==> src/rtl/eep_prog_pkg.sv <==
package eep_prog_pkg;
   typedef enum logic [0:0] {
      ST_IDLE = 1'b0,
      ST_FILL = 1'b1
   } eep_txn_state_e;
endpackage

==> src/rtl/eep_page_buf.sv <==
module eep_page_buf #(
   parameter int DATA_W     = 8,
   parameter int PAGE_BYTES = 8,
   localparam int PG_W      = $clog2(PAGE_BYTES)
) (
   input  logic              clk,
   input  logic              rst_n,
   input  logic              clear,
   input  logic [PG_W-1:0]   start_off,
   input  logic              push,
   input  logic [DATA_W-1:0] push_data,
   input  logic [PG_W-1:0]   rd_slot,
   output logic [DATA_W-1:0] slot_data,
   output logic              slot_valid,
   output logic              any_valid
);
   logic [DATA_W-1:0]     slots [PAGE_BYTES];
   logic [PAGE_BYTES-1:0] valid;
   logic [PG_W-1:0]       wptr;

   always_ff @(posedge clk or negedge rst_n) begin
      if (!rst_n) begin
         valid <= '0;
         wptr  <= '0;
      end else if (clear) begin
         valid <= '0;
         wptr  <= start_off;
      end else if (push) begin
         valid[wptr] <= 1'b1;
         wptr        <= wptr + 1'b1;
      end
   end

   generate
      for (genvar s = 0; s < PAGE_BYTES; s++) begin : g_slot
         always_ff @(posedge clk or negedge rst_n) begin
            if (!rst_n)
               slots[s] <= '0;
            else if (push && !clear && wptr == PG_W'(s))
               slots[s] <= push_data;
         end
      end
   endgenerate

   assign slot_data  = slots[rd_slot];
   assign slot_valid = valid[rd_slot];
   assign any_valid  = |valid;

   // the slot pointer moves through the page modulo its size
   p_slot_wrap_r1: assert property (@(posedge clk) disable iff (!rst_n)
      (push && !clear) |=> valid[$past(wptr)]);
endmodule

==> src/rtl/eep_wc_timer.sv <==
module eep_wc_timer #(
   parameter int WC_CYCLES = 2000,
   localparam int CNT_W    = $clog2(WC_CYCLES)
) (
   input  logic             clk,
   input  logic             rst_n,
   input  logic             start,
   output logic             run,
   output logic [CNT_W-1:0] cnt,
   output logic             last
);
   localparam logic [CNT_W-1:0] LAST_CNT = CNT_W'(WC_CYCLES - 1);

   always_ff @(posedge clk or negedge rst_n) begin
      if (!rst_n) begin
         run <= 1'b0;
         cnt <= '0;
      end else if (run) begin
         if (cnt == LAST_CNT) begin
            run <= 1'b0;
            cnt <= '0;
         end else begin
            cnt <= cnt + 1'b1;
         end
      end else if (start) begin
         run <= 1'b1;
         cnt <= '0;
      end
   end

   assign last = run && (cnt == LAST_CNT);

   // busy is held until the final count
   p_run_hold_r3: assert property (@(posedge clk) disable iff (!rst_n)
      (run && !last) |=> run);
   // a new cycle is never requested while one runs
   p_start_idle_r10: assert property (@(posedge clk) disable iff (!rst_n)
      start |-> !run);
endmodule

==> src/rtl/eep_reg_array.sv <==
module eep_reg_array #(
   parameter int ADDR_W = 8,
   parameter int DATA_W = 8,
   localparam int DEPTH = 1 << ADDR_W
) (
   input  logic              clk,
   input  logic              rst_n,
   input  logic              we,
   input  logic [ADDR_W-1:0] waddr,
   input  logic [DATA_W-1:0] wdata,
   input  logic [ADDR_W-1:0] raddr,
   output logic [DATA_W-1:0] rdata
);
   logic [DATA_W-1:0] cells [DEPTH];

   generate
      for (genvar w = 0; w < DEPTH; w++) begin : g_cell
         always_ff @(posedge clk or negedge rst_n) begin
            if (!rst_n)
               cells[w] <= '1;
            else if (we && waddr == ADDR_W'(w))
               cells[w] <= wdata;
         end
      end
   endgenerate

   assign rdata = cells[raddr];
endmodule

==> src/rtl/eep_page_prog.sv <==
module eep_page_prog
   import eep_prog_pkg::*;
#(
   parameter int ADDR_W     = 8,
   parameter int DATA_W     = 8,
   parameter int PAGE_BYTES = 8,
   parameter int WC_CYCLES  = 2000
) (
   input  logic              clk,
   input  logic              rst_n,
   input  logic              wr_begin,
   input  logic              rd_begin,
   input  logic [ADDR_W-1:0] start_addr,
   input  logic              byte_vld,
   input  logic [DATA_W-1:0] byte_data,
   input  logic              part_bits,
   input  logic              cs_rise,
   input  logic              wp_n,
   input  logic              rd_next,
   output logic              busy,
   output logic              wel_clr,
   output logic              arr_we,
   output logic [ADDR_W-1:0] arr_waddr,
   output logic [DATA_W-1:0] arr_wdata,
   output logic [DATA_W-1:0] rd_data
);
   localparam int PG_W  = $clog2(PAGE_BYTES);
   localparam int CNT_W = $clog2(WC_CYCLES);
   localparam int BASE_W = ADDR_W - PG_W;
   localparam logic [CNT_W-1:0] PAGE_CNT = CNT_W'(PAGE_BYTES);

   generate
      if (PAGE_BYTES < 2 || (PAGE_BYTES & (PAGE_BYTES - 1)) != 0)
         $error("PAGE_BYTES must be a power of two of at least 2");
      if (WC_CYCLES <= PAGE_BYTES)
         $error("WC_CYCLES must exceed PAGE_BYTES");
      if (ADDR_W <= PG_W)
         $error("ADDR_W must be wider than the page offset");
   endgenerate

   eep_txn_state_e    state;
   logic [BASE_W-1:0] base;
   logic [ADDR_W-1:0] rd_addr;
   logic              buf_clear, buf_push, commit;
   logic              slot_valid, any_valid, tmr_last;
   logic [CNT_W-1:0]  tmr_cnt;
   logic [DATA_W-1:0] slot_data;

   assign buf_clear = wr_begin && !busy;
   assign buf_push  = (state == ST_FILL) && byte_vld && wp_n && !cs_rise;
   assign commit    = (state == ST_FILL) && cs_rise && wp_n && !part_bits && any_valid;

   always_ff @(posedge clk or negedge rst_n) begin
      if (!rst_n) begin
         state <= ST_IDLE;
         base  <= '0;
      end else if (busy) begin
         state <= ST_IDLE;
      end else if (state == ST_FILL && (!wp_n || cs_rise)) begin
         state <= ST_IDLE;
      end else if (wr_begin) begin
         state <= ST_FILL;
         base  <= start_addr[ADDR_W-1:PG_W];
      end
   end

   eep_page_buf #(.DATA_W(DATA_W), .PAGE_BYTES(PAGE_BYTES)) u_buf (
      .clk(clk), .rst_n(rst_n),
      .clear(buf_clear), .start_off(start_addr[PG_W-1:0]),
      .push(buf_push), .push_data(byte_data),
      .rd_slot(tmr_cnt[PG_W-1:0]), .slot_data(slot_data),
      .slot_valid(slot_valid), .any_valid(any_valid)
   );

   eep_wc_timer #(.WC_CYCLES(WC_CYCLES)) u_tmr (
      .clk(clk), .rst_n(rst_n), .start(commit),
      .run(busy), .cnt(tmr_cnt), .last(tmr_last)
   );

   assign arr_we    = busy && (tmr_cnt < PAGE_CNT) && slot_valid;
   assign arr_waddr = {base, tmr_cnt[PG_W-1:0]};
   assign arr_wdata = slot_data;

   always_ff @(posedge clk or negedge rst_n) begin
      if (!rst_n) wel_clr <= 1'b0;
      else        wel_clr <= tmr_last;
   end

   always_ff @(posedge clk or negedge rst_n) begin
      if (!rst_n)
         rd_addr <= '0;
      else if (!busy) begin
         if (rd_begin)     rd_addr <= start_addr;
         else if (rd_next) rd_addr <= rd_addr + 1'b1;
      end
   end

   eep_reg_array #(.ADDR_W(ADDR_W), .DATA_W(DATA_W)) u_arr (
      .clk(clk), .rst_n(rst_n),
      .we(arr_we), .waddr(arr_waddr), .wdata(arr_wdata),
      .raddr(rd_addr), .rdata(rd_data)
   );

   // all writes of one cycle stay inside one page
   p_same_page_r1: assert property (@(posedge clk) disable iff (!rst_n)
      (arr_we && $past(arr_we)) |-> $stable(arr_waddr[ADDR_W-1:PG_W]));
   // completion pulse follows the fall of busy and lasts one cycle
   p_done_on_fall_r4: assert property (@(posedge clk) disable iff (!rst_n)
      $fell(busy) |-> wel_clr);
   p_done_single_r4: assert property (@(posedge clk) disable iff (!rst_n)
      wel_clr |=> !wel_clr);
   // read pointer advance wraps modulo the array size
   p_rd_step_r5: assert property (@(posedge clk) disable iff (!rst_n)
      (!busy && rd_next && !rd_begin) |=> rd_addr == $past(rd_addr) + 1'b1);
   // write-protect during collection prevents programming
   p_wp_abandon_r6: assert property (@(posedge clk) disable iff (!rst_n)
      (state == ST_FILL && !wp_n && !busy) |=> !busy);
   // an unfinished byte at chip-select rise prevents programming
   p_partial_drop_r8: assert property (@(posedge clk) disable iff (!rst_n)
      (state == ST_FILL && cs_rise && part_bits && !busy) |=> !busy);
   // array writes only occur inside the busy window
   p_we_in_busy_r11: assert property (@(posedge clk) disable iff (!rst_n)
      arr_we |-> busy && !wel_clr);
endmodule

==> config.mk <==
export PLATFORM = sky130hd
export DESIGN_NAME = eep_page_prog
export DESIGN_NICKNAME = d
export VERILOG_FILES = /design/src/rtl/eep_prog_pkg.sv /design/src/rtl/eep_page_buf.sv /design/src/rtl/eep_wc_timer.sv /design/src/rtl/eep_reg_array.sv /design/src/rtl/eep_page_prog.sv
export SDC_FILE = /design/constraint.sdc
export NUM_CORES = 2
export LEC_CHECK = 0
export BUFFER_PORTS_ARGS = -buffer_cell sky130_fd_sc_hd__buf_2
export CORE_ASPECT_RATIO = 1.4
export CORE_MARGIN = 2
export CORE_UTILIZATION = 55
export DETAILED_ROUTE_END_ITERATION = 10
export PLACE_DENSITY_LB_ADDON = 0.1
export SLEW_MARGIN = 20
export SYNTH_ARGS = -nofsm -noshare
export SYNTH_HDL_FRONTEND = slang
export SYNTH_SLANG_ARGS = --single-unit
==> constraint.sdc <==
create_clock -name clk -period 2.8 [get_ports clk]
set_clock_uncertainty 0.15 [all_clocks]
set_input_delay 0.56 -clock clk [delete_from_list [all_inputs] [get_ports clk]]
set_output_delay 0.56 -clock clk [all_outputs]
set_load 0.01 [all_outputs]
==> metrics.md <==
| Metric | Value |
|---|---|
| Area growth from synthesis to layout | `25.90%` |
| Reg clk slew, reported paths | `0.07 ns` |
| Failing checks | `setup timing` |
| Final WL | `332.1 mm` |
| Register area share after synthesis | `0.5750` |
| Final count of pins violating max slew | `0` |
| Setup violation total in the final timing report | `1554` |
| Clock sink count | `2150` |
| Minimum setup slack after placement | `-2.005 ns` |
| Final Critical Period | `4.682 ns` |
| Final weighted congestion in routability-driven placement | `0.9568` |
| Number of buffers added by the clock tree synthesis step | `205` |
| # IOs | `52` |
| Part of the power in combinational logic | `0.347` |
| Final cell utilization of the core | `0.6955` |
| Most frequent cells after synthesis | `2118 x sky130_fd_sc_hd__nand2_1, 2048 x sky130_fd_sc_hd__dfstp_2, 1669 x sky130_fd_sc_hd__o21ai_0` |
| Total power | `0.09416 W` |
| Average cell area after synthesis | `11.15 um^2` |
| Number of vias per cell | `6.261` |
| Switch Pwr | `0.03358 W` |
| H-Tree Depth | `4` |
| Required time at the endpoint of the critical path | `2.09 ns` |
| Syn Std Cell Area | `98030 um^2` |
| TritonRoute pass-1 iters | `6` |
| Final std cells w/o fill | `11957` |
| Period Utilization, post-route | `1.672` |
| Portion of synthesized cell area occupied by the leading cell type | `0.5490` |
| Achievable clock frequency | `0.2136 GHz` |
| Classification of the worst-slack hold path | `in -> reg` |
| DRC violation total after the first TritonRoute iteration | `6624` |
| Routed len/inst | `27.77 um` |
| Number of buffers on the longest clock path | `3` |
| Largest fanout of any net on the critical path | `8` |
| Prevailing post-synth register cell | `sky130_fd_sc_hd__dfstp_2` |
| Area of placed instances | `109200 um^2` |
| Final layout net count | `9509` |
| Data arrival time of the worst path | `3.97 ns` |
| Clk pwr share | `0.313` |
| Number of antenna violations at the first check in global routing | `5` |
| Worst slew margin | `0.4950` |
| Global routing usage summed across all routing layers | `0.3501` |
| TritonCTS clock tree | `built` |
| Sw Share | `0.3567` |
| Wire length of the first global-routing pass | `476.8 mm` |
| Port Buffers | `51` |
| Crit end category | `output port` |
| Floorplan die area | `181700 um^2` |
| Area used by multi-input combinational logic | `41280 um^2` |
| Power density relative to cell area | `762.9 nW/um^2` |
| Final Hold Fails | `0` |
| Share of total power in sequential cells | `0.340` |
| Transition at the pin with the smallest max-transition slack | `0.7541 ns` |
| Number of placed cells counting well taps | `11338` |
| Initial Utilization | `0.5524` |
| Unrepaired setup endpoints after global routing | `yes` |
| Kind of critical path | `reg -> out` |
| Run status | `finished, violations left` |
| Leakage Power | `45.49 nW` |
| Synthesized Nets | `8826` |
| Core Footprint | `177500 um^2` |
| Clock Latency Late Sink | `0.86 ns` |
| Share of synthesized flip-flops with an asynchronous set or reset | `1.000` |
| Least setup slack across all paths after layout | `-1.882 ns` |
| Placement row count | `183` |
| Via count of the first global-routing pass | `73736` |
| Cells taking the most area after synthesis | `sky130_fd_sc_hd__dfstp_2 55%, sky130_fd_sc_hd__mux4_2 10%, sky130_fd_sc_hd__o21ai_0 8.5%, sky130_fd_sc_hd__nand2_1 8.1%, sky130_fd_sc_hd__dfrtp_1 2.6%` |
| Total gr overflow | `0` |
| Number of storage elements in the synthesis netlist | `2150` |
| Overall die width | `360.8 um` |
| Remaining antenna violation count | `0` |
| Register area | `56390 um^2` |
| Pin count of the biggest net entering global routing | `105` |
| Via count | `74867` |
| Internal | `0.06057 W` |
| Reported max-cap violation count | `0` |
| Count of warnings emitted by yosys | `0` |
| Die Ht | `503.5 um` |
| Worst setup SP type | `register` |
| Share of final-layout standard cells stronger than drive strength 1 | `0.4976` |
| Master cell of the clock root buffer | `sky130_fd_sc_hd__clkbuf_16` |
| Max VDD drop | `783.0 uV` |
| Number of flops mapped to enable cells by yosys | `0` |
| Cell taking the most area after synthesis | `sky130_fd_sc_hd__dfstp_2` |
| Layout fillers | `12579` |
| Cell area after layout | `123400 um^2` |
| Post-Syn Instances | `8790` |
| Synth cell types | `72` |
| DP Wirelength | `214.3 mm` |
| Drt drc | `0` |
| Most used standard cell by instance count after synthesis | `sky130_fd_sc_hd__nand2_1` |
logic make-up (layout without fill, tap and decap cells):
logic type / after synthesis / in the layout / share of synthesized area
and+or+nand+nor: 2555 / 2563 / 0.1138
AOI/OAI and AO/OA: 2500 / 2500 / 0.1366
DFF: 2150 / 2150 / 0.5750
buffers and inverters: 818 / 1663 / 0.03673
muxes: 754 / 754 / 0.1363
adders and majority gates: 11 / 11 / 0.001404
xor gates and xnor gates: 2 / 2 / 0.0001787
other: 0 / 2 / 0
final cells by class:
cell class                      count  share of cell area
Clock inverter                     71            0.007654
Antenna cell                        2          0.00004055
Inverter                           21           0.0007908
Multi-Input combinational cell   5830              0.3345
Sequential cell                  2150              0.4569
Tap cell                         2312             0.02344
Clock buffer                      306             0.05020
Timing Repair Buffer             1265              0.1265
flip-flops by register name, summed over array words and instances, names as in the netlist:
name / count
u_arr.cells: 2048
rd_addr: 8
u_tmr.run: 1
base: 5
u_buf.valid: 8
u_buf.slots: 64
u_tmr.cnt: 11
state: 1
wel_clr: 1
u_buf.wptr: 3
worst max-delay path, cell delays in order (launching register included):
cell and delay (ns):
sky130_fd_sc_hd__dfrtp_4 0.48, sky130_fd_sc_hd__buf_12 0.22, sky130_fd_sc_hd__buf_12 0.16, sky130_fd_sc_hd__mux4_2 0.50, sky130_fd_sc_hd__a22o_4 0.28, sky130_fd_sc_hd__o21ai_4 0.26, sky130_fd_sc_hd__buf_6 0.17, sky130_fd_sc_hd__o2111ai_4 0.20
sky130_fd_sc_hd__o221ai_4 0.40, sky130_fd_sc_hd__o31ai_4 0.21, sky130_fd_sc_hd__buf_2 0.19
through the flow:
step                hold slack [ns]  setup TNS [ns]
floorplan                    0.1144          -1.048
global placement             0.2968          -11.92
detailed placement           0.3019          -12.40
CTS                         0.06393          -20.33
global route                 0.1177         -252.45
finish                       0.1030         -119.06
cells in the final DEF (no fill, tap or decap), types with 95 or more instances in the layout:
| cell type | synthesis | layout |
|---|---|---|
| sky130_fd_sc_hd__buf_6 | 19 | 106 |
| sky130_fd_sc_hd__dfstp_2 | 2048 | 2048 |
| sky130_fd_sc_hd__nand2_1 | 2118 | 1963 |
| sky130_fd_sc_hd__buf_12 | 0 | 323 |
| sky130_fd_sc_hd__buf_4 | 61 | 668 |
| sky130_fd_sc_hd__mux2i_1 | 213 | 194 |
| sky130_fd_sc_hd__o21ai_1 | 449 | 464 |
| sky130_fd_sc_hd__nand4_1 | 160 | 160 |
| sky130_fd_sc_hd__dfrtp_1 | 102 | 95 |
| sky130_fd_sc_hd__o21ai_0 | 1669 | 1492 |
| sky130_fd_sc_hd__mux4_2 | 456 | 456 |
| sky130_fd_sc_hd__o21ai_2 | 0 | 158 |
| sky130_fd_sc_hd__clkbuf_16 | 0 | 271 |
final timing paths:
kind | start | to | slack (ns) | depth (start not counted)
worst min register to register | u_arr.cells[243] | u_arr.cells[243] | 0.31 | 2
worst max-delay path | rd_addr[0] | rd_data[7] | -1.88 | 10
worst max register to register | u_tmr.cnt[0] | u_arr.cells[1790] | -0.20 | 15
worst min-delay path | rd_next | rd_addr[5] | 0.10 | 3
min in group asynchronous | rst_n | u_arr.cells[600] | 0.57 | 2
max in group asynchronous | rst_n | u_arr.cells[1838] | 1.20 | 4
timing repair:
action	4_1_cts	5_1_grt
endpoints found under the setup margin	26	1205
endpoints found under the hold margin	102	0
resized for setup	240	814
buffers inserted	61	80
gates cloned	10	87
hold buffers	19	0
pin swaps	35	143
layer usage:
layer | track usage | up-vias | routed length (um)
met2 | 0.5695 | 2977 | 160200
met1 | 0.4405 | 38152 | 125700
met4 | 0.2027 | 4 | 22330
met5 | 0 | - | 25
met3 | 0.06712 | 942 | 23820
li1 | - | 32792 | -
power groups by stage:
stage | Clock, W | Sequential (W) | Combinational (W)
2_1_floorplan | 0 | 0.0322 | 0.0132
3_3_place_gp | 0 | 0.0324 | 0.0281
3_5_place_dp | 0 | 0.0324 | 0.0283
4_1_cts | 0.0299 | 0.0319 | 0.0308
5_1_grt | 0.0310 | 0.0320 | 0.0334
6_report | 0.0295 | 0.0320 | 0.0327
Power figures use the tool's default switching activity.
